File: config.mk
export PLATFORM = sky130hd
export DESIGN_NAME = attr_pixel_serializer
export DESIGN_NICKNAME = d
export VERILOG_FILES = /design/src/rtl/pxs_pkg.sv /design/src/rtl/pxs_fetch_timer.sv /design/src/rtl/pxs_attr_buf.sv /design/src/rtl/pxs_shifter.sv /design/src/rtl/attr_pixel_serializer.sv
export SDC_FILE = /design/constraint.sdc
export NUM_CORES = 1
export LEC_CHECK = 0
export BUFFER_PORTS_ARGS = -buffer_cell sky130_fd_sc_hd__buf_2
export CELL_PAD_IN_SITES_DETAIL_PLACEMENT = 0
export CELL_PAD_IN_SITES_GLOBAL_PLACEMENT = 1
export CORE_ASPECT_RATIO = 0.7
export CORE_MARGIN = 4
export CORE_UTILIZATION = 45
export DETAILED_ROUTE_END_ITERATION = 10
export GPL_TIMING_DRIVEN = 1
export PLACE_DENSITY = 0.72
export SKIP_CTS_REPAIR_TIMING = 1
export SYNTH_ARGS = -nofsm -noshare
export SYNTH_HDL_FRONTEND = slang
export SYNTH_SLANG_ARGS = --single-unit
File: constraint.sdc
create_clock -name clk -period 3.6 [get_ports clk]
set_clock_uncertainty 0.15 [all_clocks]
set_input_delay 0.72 -clock clk [delete_from_list [all_inputs] [get_ports clk]]
set_output_delay 0.72 -clock clk [all_outputs]
set_load 0.01 [all_outputs]
File: src/rtl/pxs_pkg.sv
package pxs_pkg;

  typedef enum logic [1:0] {
    AM_MONO  = 2'd0,
    AM_BYTE  = 2'd1,
    AM_PAIR  = 2'd2,
    AM_SPARE = 2'd3
  } attr_mode_t;

  localparam int unsigned PIX_PER_BYTE = 8;

  // Number of character columns that fit the active width at a repeat factor.
  function automatic int unsigned cols_for(input logic [1:0] sc, input int unsigned active);
    case (sc)
      2'd0:    cols_for = active / (PIX_PER_BYTE * 1);
      2'd1:    cols_for = active / (PIX_PER_BYTE * 2);
      2'd2:    cols_for = active / (PIX_PER_BYTE * 3);
      default: cols_for = active / (PIX_PER_BYTE * 4);
    endcase
  endfunction

endpackage

File: src/rtl/pxs_fetch_timer.sv
module pxs_fetch_timer #(
  parameter int unsigned ACTIVE_SLOTS = 640,
  parameter int unsigned COL_W        = 7,
  parameter int unsigned PH_W         = 5
) (
  input  logic             clk,
  input  logic             rst_n,
  input  logic             line_start,
  input  logic [1:0]       cfg_scale,
  input  logic             attr_on,
  input  logic             pair_mode,
  input  logic             first_row,
  output logic             fetch_req,
  output logic             fetch_attr,
  output logic [COL_W-1:0] fetch_col,
  output logic             load_now
);

  logic [PH_W-1:0]  ph_q, ph_d, ph_last;
  logic [COL_W-1:0] col_q, col_d, col_last;
  logic             run_q, run_d;
  logic             adv_en;
  logic             bm_slot, at_slot;

  // Last phase of a character period is 8k-1 = 8*scale + 7.
  assign ph_last  = PH_W'({cfg_scale, 3'b111});
  assign col_last = COL_W'(pxs_pkg::cols_for(cfg_scale, ACTIVE_SLOTS) - 1);
  assign adv_en   = line_start | run_q;

  always_comb begin
    ph_d  = ph_q;
    col_d = col_q;
    run_d = run_q;
    if (line_start) begin
      ph_d  = '0;
      col_d = '0;
      run_d = 1'b1;
    end else if (run_q) begin
      if (ph_q == ph_last) begin
        ph_d = '0;
        if (col_q == col_last) run_d = 1'b0;
        else                   col_d = col_q + 1'b1;
      end else begin
        ph_d = ph_q + 1'b1;
      end
    end
  end

  always_ff @(posedge clk or negedge rst_n) begin
    if (!rst_n) begin
      ph_q  <= '0;
      col_q <= '0;
      run_q <= 1'b0;
    end else if (adv_en) begin
      ph_q  <= ph_d;
      col_q <= col_d;
      run_q <= run_d;
    end
  end

  assign bm_slot    = run_q && (ph_q == '0);
  assign at_slot    = run_q && attr_on && first_row && (ph_q == PH_W'(4)) &&
                      (!pair_mode || !col_q[0]);
  assign fetch_req  = bm_slot | at_slot;
  assign fetch_attr = at_slot;
  assign fetch_col  = col_q;
  assign load_now   = run_q && (ph_q == PH_W'(7));

endmodule

File: src/rtl/pxs_attr_buf.sv
module pxs_attr_buf #(
  parameter int unsigned DEPTH = 40,
  parameter int unsigned AW    = 6
) (
  input  logic          clk,
  input  logic          wr_en,
  input  logic [AW-1:0] wr_idx,
  input  logic [7:0]    wr_byte,
  input  logic [AW-1:0] rd_idx,
  output logic [7:0]    rd_byte
);

  localparam logic [AW:0] LIMIT = (AW+1)'(DEPTH);

  logic [7:0] mem [DEPTH];
  logic       wr_ok, rd_ok;

  assign wr_ok = wr_en && ({1'b0, wr_idx} < LIMIT);
  assign rd_ok = {1'b0, rd_idx} < LIMIT;

  always_ff @(posedge clk) begin
    if (wr_ok) mem[wr_idx] <= wr_byte;
  end

  assign rd_byte = rd_ok ? mem[rd_idx] : 8'h00;

endmodule

File: src/rtl/pxs_shifter.sv
module pxs_shifter (
  input  logic       clk,
  input  logic       rst_n,
  input  logic       clear,
  input  logic       load,
  input  logic [7:0] load_bits,
  input  logic [2:0] load_fg,
  input  logic [2:0] load_bg,
  input  logic [1:0] scale,
  output logic [2:0] rgb,
  output logic       active
);

  logic [7:0] sr_q, sr_d;
  logic [2:0] fg_q, fg_d, bg_q, bg_d;
  logic [1:0] sub_q, sub_d;
  logic [2:0] bit_q, bit_d;
  logic       on_q, on_d;
  logic       step_en;

  assign step_en = clear | load | on_q;

  always_comb begin
    sr_d  = sr_q;
    fg_d  = fg_q;
    bg_d  = bg_q;
    sub_d = sub_q;
    bit_d = bit_q;
    on_d  = on_q;
    if (clear) begin
      on_d = 1'b0;
    end else if (load) begin
      sr_d  = load_bits;
      fg_d  = load_fg;
      bg_d  = load_bg;
      sub_d = '0;
      bit_d = '0;
      on_d  = 1'b1;
    end else if (on_q) begin
      if (sub_q == scale) begin
        sub_d = '0;
        sr_d  = {sr_q[6:0], 1'b0};
        if (bit_q == 3'd7) on_d = 1'b0;
        else               bit_d = bit_q + 1'b1;
      end else begin
        sub_d = sub_q + 1'b1;
      end
    end
  end

  always_ff @(posedge clk or negedge rst_n) begin
    if (!rst_n) begin
      sr_q  <= '0;
      fg_q  <= '0;
      bg_q  <= '0;
      sub_q <= '0;
      bit_q <= '0;
      on_q  <= 1'b0;
    end else if (step_en) begin
      sr_q  <= sr_d;
      fg_q  <= fg_d;
      bg_q  <= bg_d;
      sub_q <= sub_d;
      bit_q <= bit_d;
      on_q  <= on_d;
    end
  end

  assign active = on_q;
  assign rgb    = on_q ? (sr_q[7] ? fg_q : bg_q) : 3'b000;

endmodule

File: src/rtl/attr_pixel_serializer.sv
module attr_pixel_serializer #(
  parameter int unsigned ACTIVE_SLOTS = 640,
  parameter int unsigned ATTR_DEPTH   = 40,
  localparam int unsigned COL_W       = $clog2(ACTIVE_SLOTS / 8 + 1),
  localparam int unsigned PH_W        = 5,
  localparam int unsigned AIDX_W      = $clog2(ATTR_DEPTH)
) (
  input  logic             clk,
  input  logic             rst_n,
  input  logic             line_start,
  input  logic [1:0]       scale,
  input  logic [1:0]       attr_mode,
  input  logic             first_row,
  output logic             fetch_req,
  output logic             fetch_attr,
  output logic [COL_W-1:0] fetch_col,
  input  logic [7:0]       fetch_data,
  output logic             pix_active,
  output logic [2:0]       rgb
);

  import pxs_pkg::*;

  // Reset: asserted asynchronously, released through two flops.
  logic [1:0] rs_q;
  logic       rst_core_n;

  always_ff @(posedge clk or negedge rst_n) begin
    if (!rst_n) rs_q <= 2'b00;
    else        rs_q <= {rs_q[0], 1'b1};
  end
  assign rst_core_n = rs_q[1];

  // Line configuration, sampled at line start.
  logic [1:0] cfg_scale;
  attr_mode_t cfg_mode;
  logic       cfg_first;

  always_ff @(posedge clk or negedge rst_core_n) begin
    if (!rst_core_n) begin
      cfg_scale <= '0;
      cfg_mode  <= AM_MONO;
      cfg_first <= 1'b0;
    end else if (line_start) begin
      cfg_scale <= scale;
      cfg_mode  <= attr_mode_t'(attr_mode);
      cfg_first <= first_row;
    end
  end

  logic pair_mode, attr_on;
  assign pair_mode = (cfg_mode == AM_PAIR);
  assign attr_on   = ((cfg_mode == AM_BYTE) || pair_mode) && (cfg_scale != 2'd0);

  logic load_now;

  pxs_fetch_timer #(
    .ACTIVE_SLOTS(ACTIVE_SLOTS),
    .COL_W       (COL_W),
    .PH_W        (PH_W)
  ) u_timer (
    .clk       (clk),
    .rst_n     (rst_core_n),
    .line_start(line_start),
    .cfg_scale (cfg_scale),
    .attr_on   (attr_on),
    .pair_mode (pair_mode),
    .first_row (cfg_first),
    .fetch_req (fetch_req),
    .fetch_attr(fetch_attr),
    .fetch_col (fetch_col),
    .load_now  (load_now)
  );

  // Buffer index of the current column: one entry per column or per column pair.
  logic [COL_W-1:0]  col_idx;
  logic [AIDX_W-1:0] aidx;
  assign col_idx = pair_mode ? {1'b0, fetch_col[COL_W-1:1]} : fetch_col;
  assign aidx    = AIDX_W'(col_idx);

  // Returned-data capture, one cycle after each request.
  logic              bm_pend_q, bm_pend_d, at_pend_q, at_pend_d;
  logic [AIDX_W-1:0] at_idx_q;
  logic [7:0]        bm_hold_q;

  assign bm_pend_d = fetch_req & ~fetch_attr;
  assign at_pend_d = fetch_attr;

  always_ff @(posedge clk or negedge rst_core_n) begin
    if (!rst_core_n) begin
      bm_pend_q <= 1'b0;
      at_pend_q <= 1'b0;
      at_idx_q  <= '0;
    end else begin
      bm_pend_q <= bm_pend_d;
      at_pend_q <= at_pend_d;
      if (fetch_attr) at_idx_q <= aidx;
    end
  end

  always_ff @(posedge clk or negedge rst_core_n) begin
    if (!rst_core_n)    bm_hold_q <= '0;
    else if (bm_pend_q) bm_hold_q <= fetch_data;
  end

  logic [7:0] attr_byte;

  pxs_attr_buf #(
    .DEPTH(ATTR_DEPTH),
    .AW   (AIDX_W)
  ) u_abuf (
    .clk    (clk),
    .wr_en  (at_pend_q),
    .wr_idx (at_idx_q),
    .wr_byte(fetch_data),
    .rd_idx (aidx),
    .rd_byte(attr_byte)
  );

  // Colour selection for the column about to be shown.
  logic [3:0] nib;
  logic [2:0] fg, bg;

  assign nib = fetch_col[0] ? attr_byte[3:0] : attr_byte[7:4];

  always_comb begin
    fg = 3'b111;
    bg = 3'b000;
    if (attr_on) begin
      if (pair_mode) begin
        fg = nib[2:0];
        bg = nib[3] ? ~nib[2:0] : 3'b000;
      end else begin
        fg = attr_byte[6:4];
        bg = attr_byte[2:0];
      end
    end
  end

  pxs_shifter u_shift (
    .clk      (clk),
    .rst_n    (rst_core_n),
    .clear    (line_start),
    .load     (load_now),
    .load_bits(bm_hold_q),
    .load_fg  (fg),
    .load_bg  (bg),
    .scale    (cfg_scale),
    .rgb      (rgb),
    .active   (pix_active)
  );

endmodule

==> results of run 1 <==
layout make-up:
class	instances	area share (%)
inverters	12	0.238
clock buffers	49	5.23
clock inverters	18	0.999
well taps	480	3.18
flip-flops and latches	376	58.3
multi-input cells	772	28.3
repair buffers	94	3.84
registers in the layout (all words and copies together), names as in the netlist, 2 cells and up:
name / flops
cfg_scale: 2
u_timer.ph_q: 5
u_timer.fetch_col: 7
rs_q: 2
u_shift.bg_q: 3
at_idx_q: 6
u_shift.sr_q: 8
u_abuf.mem: 320
bm_hold_q: 8
u_shift.bit_q: 3
u_shift.fg_q: 3
u_shift.sub_q: 2
cfg_mode: 2
synthesized netlist by cell type, drive strengths merged (4+ instances only):
master,instances
a211o,5
a211oi,9
nand3b,6
and3,8
mux4,42
a32oi,14
a221o,4
nand4,13
and2,5
or3b,5
a21oi,47
o211ai,8
nor3,20
nor2b,8
nand2b,10
edfxtp,320
nand3,50
a31oi,20
inv,12
nor4,7
mux2i,42
clkbuf,29
ha,6
nand2,187
buf,48
o21ai,15
mux2,34
nor2,104
dfrtp,56
xor2,9
o2111ai,5
o22ai,25
or2,7
o221ai,5
a22o,5
metal layers:
metal,vias to the layer above,share of wire (%)
li1,4845,-
met2,514,41
met4,2,1.6
met1,5510,46
met5,-,0.22
met3,52,11
where the power goes:
group | internal [uW] | total [uW] | switching [uW]
Combinational | 180 | 509 | 329
Clock | 2170 | 3830 | 1660
Sequential | 4830 | 4960 | 124
cells by family after synthesis:
kind of cell	after synthesis	synth area share, %
compound gates	194	8.07
xor+xnor	11	0.574
other cells	1	0.0223
buf+inv	89	2.73
fa+ha+maj	6	0.447
mux	118	10.6
flops	376	65.6
simple gates	442	12.0
critical path, stage by stage (launching register included):
cell and delay (ps):
dfrtp_1 360, inv_1 110, ha_4 340, mux2_8 530, mux2i_1 170, a32oi_1 350
a22oi_1 160, o2111ai_1 330, a21oi_1 160, a22o_1 260, a221o_1 320
metrics by stage:
stage                     hold slack [ps]  instances  setup slack [ps]
final                                 153       1801               223
after global routing                  211       1801              55.8
after CTS                            -220       1800            -0.395
after detailed placement              177       1733              3.30
after global placement                183       1733              13.8
after floorplan                       181       1237               651
final timing paths:
path                        startpoint              endpoint  slack [ps]  cells past startpoint
setup / recovery           cfg_mode[0]       u_shift.bg_q[2]         220                     10
hold / removal                 rs_q[1]          bm_hold_q[1]         150                      0
setup reg to reg           cfg_mode[0]       u_shift.bg_q[2]         220                     10
hold reg to reg                rs_q[1]          bm_hold_q[1]         150                      0
max in group asynchronous      rs_q[1]  u_timer.fetch_col[1]        2400                      1
min in group clk               rs_q[0]               rs_q[1]         200                      0
==> summary.txt, run 1 <==
Outcome
  • Outcome: complete, no violations

Layout
  • # fillers: 3043
  • Share of cells above drive strength 1: 19.1%
  • Commonest non-fill, non-tap cell in the layout: edfxtp_1
  • Nets: 1315
  • Register area: 11000 um^2
  • Final core utilization: 52.0%
  • Multi-input gate area: 5350 um^2
  • Layout area overhead: 12.7%
  • Most frequent cells in the layout: edfxtp_1, nand2_1, nor2_1
  • Antenna Cells: 0
  • Final instance area: 18900 um^2

Critical path
  • Worst EP required: 3870 ps
  • Crit start category: register
  • WP data arrival: 3640 ps
  • Endpoint class of the critical path: register
  • Max FO, Critical Path: 29
  • Setup CP Type: register to register

Timing
  • Final hold violations: 0
  • Final min period: 3380 ps
  • FMAX: 296 MHz
  • Max-slew violation count: 0
  • Period utilization: 93.8%
  • Tightest Pin Transition: 1030 ps
  • Final setup TNS: 0 ps
  • Setup-failing EPs final: 0
  • RSZ-0062 raised after global routing: no
  • Slew margin rel.: 31.1%

Yosys
  • Gate Count Post-Synth: 1237
  • Yosys reg bits: 376
  • Largest cells by area after synthesis: edfxtp_1, dfrtp_1, mux4_2
  • Yosys warns: 0
  • Synth Flop Type: edfxtp_1
  • Fraction of registers with async set or reset after synthesis: 14.9%
  • Syn nets: 1259
  • Avg Inst Size Synth: 13.6 um^2
  • Post-Syn Area: 16800 um^2
  • Number of synthesized flops with an enable pin: 320
  • Register area share after synthesis: 65.6%
  • Synth unique cells: 77
  • Synth top area share: 57.3%
  • Post-synth top area cell: edfxtp_1

Placement
  • Dpl cell area: 17700 um^2
  • Detailed placement HPWL: 31900 um
  • Gpl congestion: 0.929
  • I/O Buffers: 28

Clock tree
  • H-tree levels: 2
  • CTS buffer count: 37
  • CTS tree: built
  • Clock Latency Late Sink: 550 ps
  • Clock-pin slew on the worst setup and hold paths: 60 ps
  • Clk sink count: 376
  • Root Buffer: clkbuf_16
  • Clock Path Buffers: 3

GRT
  • Initial antenna violation count: 0
  • Met2 GRT Util: 32.0%
  • GRT Total Usage: 23.3%
  • Vias in the first global route: 10700
  • Grt met3 use: 7.08%
  • Global route hottest layer: met1
  • Total gr overflow: 0
  • Largest net degree at the start of global routing: 42
  • M1 GR Usage: 36.4%
  • Global-route wire length before repair: 70600 um

Die
  • Die X-Extent: 239 um
  • Starting density of the core: 46.2%
  • Core ar.: 36400 um^2
  • Chip Height: 170 um
  • Die area: 40500 um^2
  • Ports: 29
  • # rows: 58

Detailed routing
  • Routed vias: 10900
  • Wire length per cell: 26.0 um
  • Final WL: 46800 um
  • TritonRoute pass-1 iters: 6
  • Post-route ant nets: 0
  • DRC viols: 0
  • DRT iter0 DRCs: 1038
  • Vias per Instance: 6.06

Power
  • Tot Pwr: 9300 uW
  • Worst VDD drop: 390 uV
  • Lkg Pwr: 0.00644 uW
  • Power per cell area: 491 nW/um^2

Min path
  • Worst hold path class: register to async pin

Flow run
  • MaxCap Viol Count: 0
(Power assumes the default switching activity.)
==> run 2: changes to the inputs <==
BUFFER_PORTS_ARGS = unset   (was -buffer_cell sky130_fd_sc_hd__buf_2)
DONT_BUFFER_PORTS = 1   (was unset)
PLACE_DENSITY = 0.71   (was 0.72)
==> summary.txt, run 2 (synthesis gave the netlist of run 1 again) <==
Outcome
  • Outcome: complete, no violations (unchanged)

Clock tree
  • Clock Latency Late Sink: 550 ps (about the same)
  • Root Buffer: clkbuf_16 (unchanged)
  • Clock Path Buffers: 3 (unchanged)
  • Clk sink count: 376 (unchanged)
  • H-tree levels: 2 (unchanged)
  • CTS tree: built (unchanged)
  • CTS buffer count: 36 (was 37)
  • Clock-pin slew on the worst setup and hold paths: 60 ps (about the same)

Power
  • Clock power frac: 41.7% (was 41.2%)
  • Net Switching: 2030 uW (was 2110 uW)
  • Logic pwr share: 4.7% (was 5.5%)
  • P_int: 7180 uW (about the same)
  • Lkg Pwr: 0.00623 uW (was 0.00644 uW)
  • Flop pwr share: 53.7% (was 53.3%)
  • Net Sw Frac: 22.0% (was 22.8%)
  • Worst VDD drop: 383 uV (was 390 uV)
  • Power per cell area: 494 nW/um^2 (was 491 nW/um^2)

Layout
  • # fillers: 3076 (was 3043)
  • Biggest regs: u_abuf.mem x320, bm_hold_q x8, u_shift.sr_q x8 (unchanged)
  • Antenna Cells: 0 (unchanged)
  • Share of cells above drive strength 1: 16.2% (was 19.1%)
  • Largest Register: u_abuf.mem (unchanged)
  • Commonest non-fill, non-tap cell in the layout: edfxtp_1 (unchanged)
  • Most frequent cells in the layout: edfxtp_1, nand2_1, nor2_1 (unchanged)
  • Nets: 1276 (was 1315)
  • Final instance area: 18700 um^2 (was 18900 um^2)
  • Final core utilization: 51.3% (was 52.0%)
  • Layout area overhead: 11.2% (was 12.7%)
  • Number of flip-flops under the largest register name: 320 (unchanged)
  • Post-route insts no fill: 1761 (was 1801)

Min path
  • Hold endpoint: u_shift.active
  • Worst hold path class: input port to register (was register to async pin)
  • Hold Path Stages: 1
  • HP Start: line_start

Critical path
  • Number of cells on the critical path: 7 (was 10)
  • Worst path cell trace: buf_4 -> or3b_2 -> o221ai_1 -> a211oi_1 -> a211oi_1 -> o41ai_2 -> a221o_1 (was inv_1 -> ha_4 -> mux2_8 -> mux2i_1 -> a32oi_1 -> a22oi_1 -> o2111ai_1 -> a21oi_1 -> a22o_1 -> a221o_1)
  • WP data arrival: 3710 ps (was 3640 ps)
  • Number of buffers and inverters on the critical path: 1 (unchanged)
  • Slowest cell on the critical path: dfrtp_4 (was mux2_8)
  • Worst Reg-to-Reg Cells: 7 (was 10)
  • Max FO, Critical Path: 23 (was 29)
  • Largest stage delay, worst path: 660 ps (was 530 ps)
  • Endpoint class of the critical path: register (unchanged)
  • R2r setup slk: 170 ps (was 220 ps)
  • Setup CP Type: register to register (unchanged)
  • Reg-to-Reg End: u_shift.bg_q[1] (was u_shift.bg_q[2])
  • CP top delay family: compound AO/OA/AOI/OAI gates (unchanged)
  • Crit start category: register (unchanged)
  • CP dominant cell by count: a211oi_1
  • R2R Path Start: u_timer.fetch_col[1] (was cfg_mode[0])
  • Worst EP required: 3880 ps (was 3870 ps)

Detailed routing
  • Final WL: 46800 um (about the same)
  • Wire length per cell: 26.6 um (was 26.0 um)
  • Vias per Instance: 6.14 (was 6.06)
  • TritonRoute pass-1 iters: 5 (was 6)
  • Routed vias: 10800 (was 10900)
  • DRT iter0 DRCs: 1201 (was 1038)
  • DRC viols: 0 (unchanged)
  • Post-route ant nets: 0 (unchanged)

Timing
  • Slew margin rel.: 30.5% (was 31.1%)
  • Final hold violations: 0 (unchanged)
  • Tightest Pin Transition: 1040 ps (was 1030 ps)
  • FMAX: 291 MHz (was 296 MHz)
  • RSZ-0062 raised after global routing: no (unchanged)
  • Max-slew violation count: 0 (unchanged)
  • Period utilization: 95.3% (was 93.8%)
  • Setup-failing EPs final: 0 (unchanged)
  • Hold_ws: 85.9 ps (was 153 ps)
  • Final min period: 3430 ps (was 3380 ps)

Die
  • Chip Height: 170 um (unchanged)
  • Die X-Extent: 239 um (unchanged)
  • # rows: 58 (unchanged)
  • Starting density of the core: 46.2% (unchanged)
  • Ports: 29 (unchanged)
  • Die area: 40500 um^2 (unchanged)
  • Core ar.: 36400 um^2 (unchanged)

Placement
  • Dpl cell area: 17500 um^2 (was 17700 um^2)
  • I/O Buffers: 0 (was 28)
  • Placed cell count: 1695 (was 1733)
  • Gpl congestion: 0.927 (was 0.929)
  • Detailed placement HPWL: 31100 um (was 31900 um)

GRT
  • Initial antenna violation count: 0 (unchanged)
  • Global-route wire length before repair: 70000 um (was 70600 um)
  • Largest net degree at the start of global routing: 42 (unchanged)
  • Total gr overflow: 0 (unchanged)
  • GRT Total Usage: 23.1% (was 23.3%)
  • Vias in the first global route: 10500 (was 10700)

Flow run
  • MaxCap Viol Count: 0 (unchanged)
[run 2: cell types whose count changed in the layout (fill, tap and decap cells not counted), sizes merged]
cell / change
inv: +1
buf: -38
clkinv: -4
bufinv: +1
clkinvlp: +2
clkbuf: -2
[run 2: power by group through the flow]
| stage | clock network, uW | registers, uW | logic (uW) |
|---|---|---|---|
| CTS | 3900 | 4940 | 415 |
| detailed placement | 0 | 5030 | 413 |
| finish | 3840 | 4940 | 429 |
| global placement | 0 | 5030 | 406 |
| floorplan | 0 | 4980 | 327 |
| global route | 4080 | 4960 | 466 |
[run 2: routing by layer]
layer  GRT usage [%]  wire length (um)
met5               0                 0
met4            5.95              1150
met3            6.34              4320
met2            31.8             19400
met1            36.3             22000
[run 2: through the flow]
| stage | setup TNS (ps) | setup slack, ps | total power [uW] |
|---|---|---|---|
| 2_1_floorplan | 0 | 651 | 5300 |
| 3_5_place_dp | -36.0 | -36.0 | 5450 |
| 3_3_place_gp | -106 | -106 | 5440 |
| 5_1_grt | 0 | 72.2 | 9510 |
| 4_1_cts | -48.8 | -48.8 | 9250 |
| 6_report | 0 | 168 | 9210 |
[run 2: cell type report]
cell class	count	area [um^2]	share of cell area [%]
multi-input combinational	772	5340	28.6
sequential	376	11000	59.1
timing repair buffer	56	498	2.67
clock inverter	18	194	1.04
inverter	12	45.0	0.241
tap	480	601	3.22
clock buffer	47	963	5.16
[run 2: worst max path at each step]
stage                               from              end
floorplan                    cfg_mode[1]       fetch_attr
global placement             cfg_mode[0]  u_shift.bg_q[0]
detailed placement           cfg_mode[0]  u_shift.bg_q[0]
CTS                          cfg_mode[0]  u_shift.bg_q[0]
global route                 cfg_mode[0]  u_shift.bg_q[0]
finish              u_timer.fetch_col[1]  u_shift.bg_q[1]
[run 2: worst reg2reg max path, stage by stage, from the launching register on]
cell and delay (ps):
dfrtp_4 660, buf_4 380, or3b_2 660, o221ai_1 220, a211oi_1 90, a211oi_1 600, o41ai_2 230, a221o_1 330
==> run 3: changes to the inputs <==
PLACE_DENSITY = 0.69   (was 0.71)
SYNTH_HIERARCHICAL = 1   (was unset)
==> summary.txt, run 3 <==
Outcome
  • Outcome: complete, no violations (unchanged)

GRT
  • Initial antenna violation count: 0 (unchanged)
  • Grt met3 use: 5.25% (was 6.34%)
  • GRT Total Usage: 19.4% (was 23.1%)
  • Total gr overflow: 0 (unchanged)
  • Largest net degree at the start of global routing: 42 (unchanged)
  • Global-route wire length before repair: 54200 um (was 70000 um)
  • M1 GR Usage: 29.8% (was 36.3%)
  • Global route hottest layer: met1 (unchanged)
  • Vias in the first global route: 8368 (was 10500)
  • Met2 GRT Util: 27.9% (was 31.8%)

Timing
  • Setup ws final: 137 ps (was 168 ps)
  • Period utilization: 96.2% (was 95.3%)
  • Final min period: 3460 ps (was 3430 ps)
  • RSZ-0062 raised after global routing: no (unchanged)
  • Final setup TNS: 0 ps (unchanged)
  • FMAX: 289 MHz (was 291 MHz)
  • Final hold violations: 0 (unchanged)
  • Slew margin rel.: 40.2% (was 30.5%)
  • Setup-failing EPs final: 0 (unchanged)
  • Tightest Pin Transition: 894 ps (was 1040 ps)
  • Max-slew violation count: 0 (unchanged)

Layout
  • Nets: 980 (was 1276)
  • Biggest regs: u_abuf/mem x320, bm_hold_q x8, u_shift/sr_q x8 (was u_abuf.mem x320, bm_hold_q x8, u_shift.sr_q x8)
  • Share of cells above drive strength 1: 23.4% (was 16.2%)
  • Layout area overhead: 13.7% (was 11.2%)
  • # fillers: 2787 (was 3076)
  • Commonest non-fill, non-tap cell in the layout: edfxtp_1 (unchanged)
  • Number of flip-flops under the largest register name: 320 (unchanged)
  • Largest Register: u_abuf/mem (was u_abuf.mem)
  • Most frequent cells in the layout: edfxtp_1, nor2_1, mux2i_1 (was edfxtp_1, nand2_1, nor2_1)
  • Antenna Cells: 0 (unchanged)

Yosys
  • Synth top cells by count: edfxtp_1, nor2_1, mux2i_1, mux4_2, dfrtp_1 (was edfxtp_1, nand2_1, nor2_1, dfrtp_1, nand3_1)
  • Number of synthesized flops with an enable pin: 320 (unchanged)
  • Largest cells by area after synthesis: edfxtp_1, dfrtp_1, mux4_2 (unchanged)
  • Count leader, synth: edfxtp_1 (unchanged)
  • Syn nets: 915 (was 1259)
  • Yosys warns: 6 (was 0)
  • Avg Inst Size Synth: 17.4 um^2 (was 13.6 um^2)
  • Post-synth top area cell: edfxtp_1 (unchanged)
  • Post-Syn Area: 15500 um^2 (was 16800 um^2)
  • Synth top area share: 61.8% (was 57.3%)
  • Fraction of registers with async set or reset after synthesis: 14.9% (unchanged)
  • Synth unique cells: 61 (was 77)
  • Yosys reg bits: 376 (unchanged)
  • Synth Flop Type: edfxtp_1 (unchanged)
  • Gate Count Post-Synth: 893 (was 1237)
  • Register area share after synthesis: 70.8% (was 65.6%)

Critical path
  • Worst EP required: 3850 ps (was 3880 ps)
  • R2r setup slk: 140 ps (was 170 ps)
  • Max FO, Critical Path: 26 (was 23)
  • Endpoint class of the critical path: register (unchanged)
  • Reg-to-Reg End: u_shift/bg_q[0] (was u_shift.bg_q[1])
  • WP data arrival: 3710 ps (about the same)
  • R2R Path Start: cfg_mode[0] (was u_timer.fetch_col[1])
  • Crit start category: register (unchanged)
  • Setup CP Type: register to register (unchanged)
  • Worst Reg-to-Reg Cells: 13 (was 7)

Clock tree
  • Root Buffer: clkbuf_16 (unchanged)
  • CTS tree: built (unchanged)
  • Clock Path Buffers: 3 (unchanged)
  • H-tree levels: 2 (unchanged)
  • Clock Latency Late Sink: 520 ps (was 550 ps)
  • Clock-pin slew on the worst setup and hold paths: 70 ps (was 60 ps)
  • Clk sink count: 376 (unchanged)
  • CTS buffer count: 36 (unchanged)

Detailed routing
  • Post-route ant nets: 0 (unchanged)
  • Final WL: 36300 um (was 46800 um)
  • Vias per Instance: 5.80 (was 6.14)
  • Wire length per cell: 25.1 um (was 26.6 um)
  • Routed vias: 8386 (was 10800)
  • DRT iter0 DRCs: 797 (was 1201)
  • TritonRoute pass-1 iters: 5 (unchanged)
  • DRC viols: 0 (unchanged)

Die
  • Chip Height: 163 um (was 170 um)
  • Starting density of the core: 46.0% (was 46.2%)
  • Ports: 29 (unchanged)
  • Core ar.: 33800 um^2 (was 36400 um^2)
  • Die area: 37600 um^2 (was 40500 um^2)
  • Die X-Extent: 230 um (was 239 um)
  • # rows: 56 (was 58)

Min path
  • Hold Path Stages: 1 (unchanged)
  • HP Start: line_start (unchanged)
  • Hold endpoint: u_timer/ph_q[3] (was u_shift.active)
  • Worst hold path class: input port to register (unchanged)

Power
  • Power per cell area: 494 nW/um^2 (about the same)
  • Lkg Pwr: 0.00572 uW (was 0.00623 uW)
  • Worst VDD drop: 327 uV (was 383 uV)

Placement
  • I/O Buffers: 0 (unchanged)
  • Pre-CTS setup slack: 40.2 ps (was -36.0 ps)
  • Detailed placement HPWL: 23300 um (was 31100 um)
  • Gpl congestion: 0.882 (was 0.927)

Flow run
  • MaxCap Viol Count: 0 (unchanged)
==> run 3: metal layers <==
| layer | wire length [um] | vias up |
|---|---|---|
| li1 | - | 3659 |
| met2 | 15600 | 302 |
| met3 | 3060 | 49 |
| met1 | 17000 | 4376 |
| met4 | 587 | 0 |
| met5 | 0 | - |
==> run 3: power by group <==
group | internal, uW | switching [uW]
sequential | 4770 | 50.4
clock | 2170 | 1550
combinational | 89.6 | 93.2
total | 7030 | 1690
==> run 3: cells by family after synthesis <==
family | after synthesis | share of synthesized area (%)
adders and majority gates | 6 | 0.483
buffers and inverters | 52 | 1.71
xor gates and xnor gates | 9 | 0.604
DFF | 376 | 70.8
other | 1 | 0.0241
AOI/OAI and AO/OA | 103 | 4.45
muxes | 172 | 16.2
and+or+nand+nor | 174 | 5.63
==> run 3: how the worst max path moves through the flow <==
stage | startpoint | to | slack [ps] | cells after the start
2_1_floorplan | u_timer/fetch_col[0] | u_shift/bg_q[2] | 390 | 12
3_3_place_gp | cfg_mode[0] | u_shift/bg_q[2] | 40 | 13
3_5_place_dp | cfg_mode[0] | u_shift/bg_q[1] | 40 | 13
4_1_cts | cfg_mode[0] | u_shift/bg_q[0] | 20 | 13
5_1_grt | cfg_mode[0] | u_shift/bg_q[1] | 4 | 13
6_report | cfg_mode[0] | u_shift/bg_q[0] | 140 | 13
==> run 3: metrics by stage <==
step | power, uW | cells | hold WS [ps] | area (um^2) | util, %
after floorplan | 5050 | 893 | 181 | 15500 | -
after global placement | 5090 | 1379 | 184 | 16500 | 48.7
after detailed placement | 5090 | 1379 | 205 | 16500 | 48.7
after CTS | 8820 | 1441 | -290 | 17600 | 52.1
after global routing | 9030 | 1446 | 84.0 | 17700 | 52.3
final | 8730 | 1446 | 113 | 17700 | 52.3
==> run 3: cell type report <==
class	count	area, um^2	share of cell area [%]
Sequential cell	376	11000	62.3
Multi-Input combinational cell	467	4350	24.6
Clock buffer	47	963	5.45
Tap cell	464	581	3.28
Timing Repair Buffer	63	551	3.12
Clock inverter	15	169	0.956
Inverter	14	52.6	0.297
==> run 3: critical path, stage by stage, from the launching register on <==
cell and delay, ps:
dfrtp_1 360, inv_1 110, ha_4 230, mux2_8 460, buf_12 210, mux4_2 450, mux2i_1 260, a221oi_2 120
buf_4 170, o2bb2ai_1 160, nor3b_1 160, a31oi_1 140, a211oi_1 90, mux2_2 260
